[config.mk]
export PLATFORM = sky130hd
export DESIGN_NAME = flash_id_probe
export DESIGN_NICKNAME = d
export VERILOG_FILES = /design/src/rtl/flash_probe_pkg.sv /design/src/rtl/probe_delay.sv /design/src/rtl/probe_decode.sv /design/src/rtl/probe_seq.sv /design/src/rtl/flash_id_probe.sv
export SDC_FILE = /design/constraint.sdc
export NUM_CORES = 1
export LEC_CHECK = 0
export ABC_AREA = 1
export BUFFER_PORTS_ARGS = -buffer_cell sky130_fd_sc_hd__buf_2
export CAP_MARGIN = 20
export CORE_MARGIN = 2
export CORE_UTILIZATION = 40
export CTS_CLUSTER_DIAMETER = 100
export DETAILED_ROUTE_END_ITERATION = 8
export GPL_TIMING_DRIVEN = 0
export PLACE_DENSITY = 0.69
export REMOVE_ABC_BUFFERS = 1
export SYNTH_ARGS = -nofsm -noshare
export SYNTH_HDL_FRONTEND = slang
export SYNTH_SLANG_ARGS = --single-unit
[constraint.sdc]
create_clock -name clk -period 1.42 [get_ports clk]
set_clock_uncertainty 0.2 [all_clocks]
set_input_delay 0.284 -clock clk [delete_from_list [all_inputs] [get_ports clk]]
set_output_delay 0.284 -clock clk [all_outputs]
set_load 0.1 [all_outputs]
[src/rtl/flash_probe_pkg.sv]
package flash_probe_pkg;

  typedef enum logic [3:0] {
    ST_BOOT,
    ST_CMD,
    ST_WAIT,
    ST_RD_HI,
    ST_CAP_HI,
    ST_RD_LO,
    ST_CAP_LO,
    ST_EXIT,
    ST_FIN,
    ST_HOLD
  } probe_st_t;

  typedef enum logic [1:0] {
    CAP_NONE = 2'd0,
    CAP_1M   = 2'd1,
    CAP_4M   = 2'd2
  } cap_code_t;

  localparam logic [7:0] OP_READ_ID    = 8'h90;
  localparam logic [7:0] OP_READ_ARRAY = 8'hFF;

endpackage

[src/rtl/probe_delay.sv]
module probe_delay #(
  parameter int CYC = 1500
) (
  input  logic clk,
  input  logic rst,
  input  logic run,
  output logic expire
);
  localparam int CNT_W = (CYC < 2) ? 1 : $clog2(CYC + 1);
  localparam logic [CNT_W-1:0] LAST = CNT_W'(CYC - 1);

  logic [CNT_W-1:0] cnt;

  assign expire = run && (cnt == LAST);

  always_ff @(posedge clk) begin
    if (rst || !run) begin
      cnt <= '0;
    end else if (!expire) begin
      cnt <= cnt + 1'b1;
    end
  end

  // the wait counter never passes the settle length
  p_cnt_bound_r3: assert property (@(posedge clk) disable iff (rst)
    cnt <= LAST);

endmodule

[src/rtl/probe_decode.sv]
module probe_decode
  import flash_probe_pkg::*;
#(
  parameter logic [15:0] ID_SMALL = 16'h89A6,
  parameter logic [15:0] ID_LARGE = 16'hB0D4
) (
  input  logic [15:0] id_word,
  output cap_code_t   code,
  output logic        known
);
  always_comb begin
    code  = CAP_NONE;
    known = 1'b0;
    if (id_word == ID_SMALL) begin
      code  = CAP_1M;
      known = 1'b1;
    end else if (id_word == ID_LARGE) begin
      code  = CAP_4M;
      known = 1'b1;
    end
  end
endmodule

[src/rtl/probe_seq.sv]
module probe_seq
  import flash_probe_pkg::*;
#(
  parameter int          ADDR_W     = 22,
  parameter int unsigned CMD_OFS    = 32'h8000,
  parameter logic [7:0]  ALT_HI     = 8'hB0,
  parameter int          SETTLE_CYC = 1500
) (
  input  logic              clk,
  input  logic              rst,
  output logic [ADDR_W-1:0] fl_addr,
  output logic [7:0]        fl_wdata,
  output logic              fl_we,
  output logic              fl_re,
  input  logic [7:0]        fl_rdata,
  output logic [15:0]       id_word,
  output logic              fin,
  output logic              busy
);
  localparam logic [ADDR_W-1:0] CMD_ADDR = ADDR_W'(CMD_OFS);
  localparam logic [ADDR_W-1:0] LO_NORM  = ADDR_W'(1);
  localparam logic [ADDR_W-1:0] LO_ALT   = ADDR_W'(2);

  probe_st_t  st;
  logic [7:0] hi_q;
  logic [7:0] lo_q;
  logic       wait_done;

  probe_delay #(.CYC(SETTLE_CYC)) u_delay (
    .clk    (clk),
    .rst    (rst),
    .run    (st == ST_WAIT),
    .expire (wait_done)
  );

  always_ff @(posedge clk) begin
    if (rst) begin
      st   <= ST_BOOT;
      hi_q <= '0;
      lo_q <= '0;
    end else begin
      unique case (st)
        ST_BOOT:   st <= ST_CMD;
        ST_CMD:    st <= ST_WAIT;
        ST_WAIT:   if (wait_done) st <= ST_RD_HI;
        ST_RD_HI:  st <= ST_CAP_HI;
        ST_CAP_HI: begin
          hi_q <= fl_rdata;
          st   <= ST_RD_LO;
        end
        ST_RD_LO:  st <= ST_CAP_LO;
        ST_CAP_LO: begin
          lo_q <= fl_rdata;
          st   <= ST_EXIT;
        end
        ST_EXIT:   st <= ST_FIN;
        ST_FIN:    st <= ST_HOLD;
        ST_HOLD:   st <= ST_HOLD;
        default:   st <= ST_BOOT;
      endcase
    end
  end

  always_comb begin
    fl_addr  = '0;
    fl_wdata = '0;
    fl_we    = 1'b0;
    fl_re    = 1'b0;
    case (st)
      ST_CMD: begin
        fl_we    = 1'b1;
        fl_addr  = CMD_ADDR;
        fl_wdata = OP_READ_ID;
      end
      ST_RD_HI: fl_re = 1'b1;
      ST_RD_LO: begin
        fl_re   = 1'b1;
        fl_addr = (hi_q == ALT_HI) ? LO_ALT : LO_NORM;
      end
      ST_EXIT: begin
        fl_we    = 1'b1;
        fl_addr  = CMD_ADDR;
        fl_wdata = OP_READ_ARRAY;
      end
      default: ;
    endcase
  end

  assign id_word = {hi_q, lo_q};
  assign fin     = (st == ST_FIN);
  assign busy    = (st != ST_HOLD);

  // the two strobes never overlap
  p_strobe_excl_r7: assert property (@(posedge clk) disable iff (rst)
    !(fl_we && fl_re));

  // the second read always follows capture of the first byte
  p_lo_after_hi_r5: assert property (@(posedge clk) disable iff (rst)
    (st == ST_RD_LO) |-> ($past(st) == ST_CAP_HI));

endmodule

[src/rtl/flash_id_probe.sv]
module flash_id_probe
  import flash_probe_pkg::*;
#(
  parameter int          ADDR_W     = 22,
  parameter int          SETTLE_CYC = 1500,
  parameter int unsigned CMD_OFS    = 32'h8000,
  parameter logic [7:0]  ALT_HI     = 8'hB0,
  parameter logic [15:0] ID_SMALL   = 16'h89A6,
  parameter logic [15:0] ID_LARGE   = 16'hB0D4
) (
  input  logic              clk,
  input  logic              rst,
  output logic [ADDR_W-1:0] fl_addr,
  output logic [7:0]        fl_wdata,
  output logic              fl_we,
  output logic              fl_re,
  input  logic [7:0]        fl_rdata,
  output logic              busy,
  output logic              done,
  output logic [15:0]       id,
  output logic [1:0]        size_sel,
  output logic              id_valid,
  output logic              id_error
);
  logic [15:0] id_word;
  logic        fin;
  cap_code_t   code;
  logic        known;

  probe_seq #(
    .ADDR_W     (ADDR_W),
    .CMD_OFS    (CMD_OFS),
    .ALT_HI     (ALT_HI),
    .SETTLE_CYC (SETTLE_CYC)
  ) u_seq (
    .clk      (clk),
    .rst      (rst),
    .fl_addr  (fl_addr),
    .fl_wdata (fl_wdata),
    .fl_we    (fl_we),
    .fl_re    (fl_re),
    .fl_rdata (fl_rdata),
    .id_word  (id_word),
    .fin      (fin),
    .busy     (busy)
  );

  probe_decode #(
    .ID_SMALL (ID_SMALL),
    .ID_LARGE (ID_LARGE)
  ) u_dec (
    .id_word (id_word),
    .code    (code),
    .known   (known)
  );

  always_ff @(posedge clk) begin
    if (rst) begin
      done     <= 1'b0;
      id       <= '0;
      size_sel <= '0;
      id_valid <= 1'b0;
      id_error <= 1'b0;
    end else if (fin) begin
      done     <= 1'b1;
      id       <= id_word;
      size_sel <= code;
      id_valid <= known;
      id_error <= !known;
    end
  end

  // busy and done are complementary
  p_busy_done_r10: assert property (@(posedge clk) disable iff (rst)
    busy != done);

  // results hold once done
  p_hold_r10: assert property (@(posedge clk) disable iff (rst)
    $past(done) |-> (done && $stable(id) && $stable(size_sel)
                     && $stable(id_valid) && $stable(id_error)));

  // the bus is idle after completion
  p_idle_bus_r10: assert property (@(posedge clk) disable iff (rst)
    done |-> (!fl_we && !fl_re));

  // exactly one outcome flag once finished
  p_outcome_r9: assert property (@(posedge clk) disable iff (rst)
    done |-> (id_valid != id_error));

  // a supported device always carries a capacity code
  p_size_r8: assert property (@(posedge clk) disable iff (rst)
    id_valid |-> (size_sel != 2'b00));

endmodule

==> reports/summary.txt <==
CTS tree - done
placed insts - 427
fmax - 536.4 MHz
vias in the first global route - 2,007
largest net degree at the start of global routing - 18
initial antenna violation count - 0
Port Buffer Count - 44
maxcap violations - 0
worst vdd ir - 0.5447 mV
Hold Crit Class - in -> reg
simple-gate area share of the yosys netlist - 22.06%
path type of the worst setup path - reg -> out
largest family of logic cells by synthesized area - simple AND/OR/NAND/NOR gates
failing checks - negative setup slack
first-pass GRT wire length - 9.625 mm
PD cells - 883.8 mW/mm²
met3 WL - 293 µm
drt drc - 0
Leak Pwr - 1.503 nW
die width - 81.82 µm
Mapped Area - 0.002422 mm²
First-pass DRT Iterations - 5
Die ar. - 0.006695 mm²
core box area - 0.005886 mm²
post-synthesis adder-cell area fraction - 0.5165%
Yosys cell types - 32
Final min period - 1864 ps
final instance area - 0.003662 mm²
Avg WL per Cell - 13.64 µm
share of layout cells above drive strength 1 - 39.85%
Worst EP arrival - 1380 ps
worst hold slack - 37.55 ps
Area after DPL - 0.002531 mm²
cts hold-fix bufs - 0
DRT antenna net count - 0
Starting DRT DRC Count - 111
Yosys top cell area share - 42.98%
Hold Fails Final Rpt - 0
Most used DFF post-synth - dfxtp_1
most frequent cells after synthesis - dfxtp_1 (52), nand2_1 (45), nor2_1 (44)
worst skew pair latency - 300 ps
CP max FO - 4
Detailed Route WL - 6.399 mm
register bit total from synthesis - 52
H-tree depth - 2
WP data required - 940 ps
Critical Path Source Type - flop
global route overflow - 0
DR top layer - met4
Final Wtd Congestion - 0.7791
Reg clk slew, reported paths - 100 ps
Post-Synth XOR/XNOR Area - 0.3616%
Inserted Clock Buffers - 5
Nets - 404
Post-Layout Cell Count - 469
post-synthesis compound-gate area fraction - 16.74%
worst setup slack after layout - -444.4 ps
total design power - 0.003237 W
EDFF count, synth - 0
Root Buffer Master - clkbuf_8
Boundary Pins - 64
Async SR Flop Fraction - 0%
final setup fails - 37
DP Wirelength - 3.321 mm
Area contributors post-synth - dfxtp_1 (43%), buf_4 (8.4%), a21oi_1 (8.1%)
CP Capture Type - output pin
Antenna Cells - 0
outcome - complete, but fails checks
CTS Sinks - 52
Yosys top cell by area - dfxtp_1
Final Slew Violations - 0
routed wl met2 - 3.362 mm
Die Ht - 81.82 µm
Tcrit/Tclk final - 131.3%
mux cell area share after synthesis - 0%
DR vias/cell - 4.793
sequential share of the synthesized area - 42.98%
Cells after Synth - 326
synth warn - 0
Post-Route Utilization - 62.22%
Clock Path Buffers - 2
via count - 2,248
GR Util All Layers - 18.75%
Initial Util - 41.16%
Avg Cell Area, Syn - 7.430 µm²
most frequent cell after synthesis - dfxtp_1
wire length on met1 - 2.674 mm
RSZ-0062 raised after global routing - yes
area delta synth->final - 51.19%
num rows - 28
[report_power, final]
part	switching, W	internal (W)
Combinational	0.000625	0.000215
Clock	0.000521	0.000355
Sequential	0.0000344	0.00149
Total	0.00118	0.00206
[flip-flops by register name, indices dropped and copies added (netlist names)]
| register | cells |
|---|---|
| done | 1 |
| id | 16 |
| id_error | 1 |
| id_valid | 1 |
| size_sel | 2 |
| u_seq.hi_q | 8 |
| u_seq.lo_q | 8 |
| u_seq.st | 4 |
| u_seq.u_delay.cnt | 11 |
[through the flow]
step	setup TNS, ps	worst slack (ps)
2_1_floorplan	-59770	-6358
3_3_place_gp	-22320	-644.1
3_5_place_dp	-23440	-635.6
4_1_cts	-5734	-428.6
5_1_grt	-10700	-484.4
6_report	-7595	-444.4
[worst paths after layout]
check	depth (start not counted)	from	endpoint	slack, ps
worst max-delay path	5	u_seq.st[0]	fl_addr[1]	-440
worst min-delay path	3	fl_rdata[3]	u_seq.lo_q[3]	40
worst max register to register	7	u_seq.st[2]	id_error	-200
worst min register to register	2	u_seq.lo_q[2]	id[2]	290
[cells by family after synthesis]
group           after synthesis
buf+inv                      74
compound gates               79
flops                        52
xor+xnor                      1
fa+ha+maj                     1
other cells                   1
simple gates                118
[repair_timing]
item | in CTS | in global routing
setup endpoints to repair | 78 | 78
setup buffers | 22 | 10
pin swaps | 13 | 25
cloned | 2 | 1
gates resized for setup | 160 | 73
[layout by cell type (no fill, tap or decap), types with 11 or more instances in the layout]
master   instances
a21oi_1         36
buf_12          28
buf_4           21
buf_6           12
conb_1          19
dfxtp_1         37
inv_1           28
nand2_1         28
nand2_2         13
nor2_1          38
nor2_4          11
o21ai_0         12
o21ai_1         25
[layout make-up]
class                           count  area (µm²)
Sequential cell                    52        1072
Timing Repair inverter              1       7.507
Fill cell                         461        2223
Clock buffer                        5       68.82
Timing Repair Buffer               75       973.4
Inverter                           38       152.6
Tap cell                           75       93.84
Multi-Input combinational cell    220        1271
Clock inverter                      3       22.52
[worst max-delay path, stage by stage (launching register included)]
cell and delay (ps):
dfxtp_4 380, inv_2 40, nor2_4 140, nand2_4 110
nor3_4 190, buf_12 210
[metal layers]
layer | vias up | GRT usage [%]
li1 | 1140 | -
met1 | 1033 | 22.79
met2 | 69 | 32.52
met3 | 6 | 4.615
met4 | 0 | 5.833
met5 | - | 0
Power figures use the tool's default switching activity.
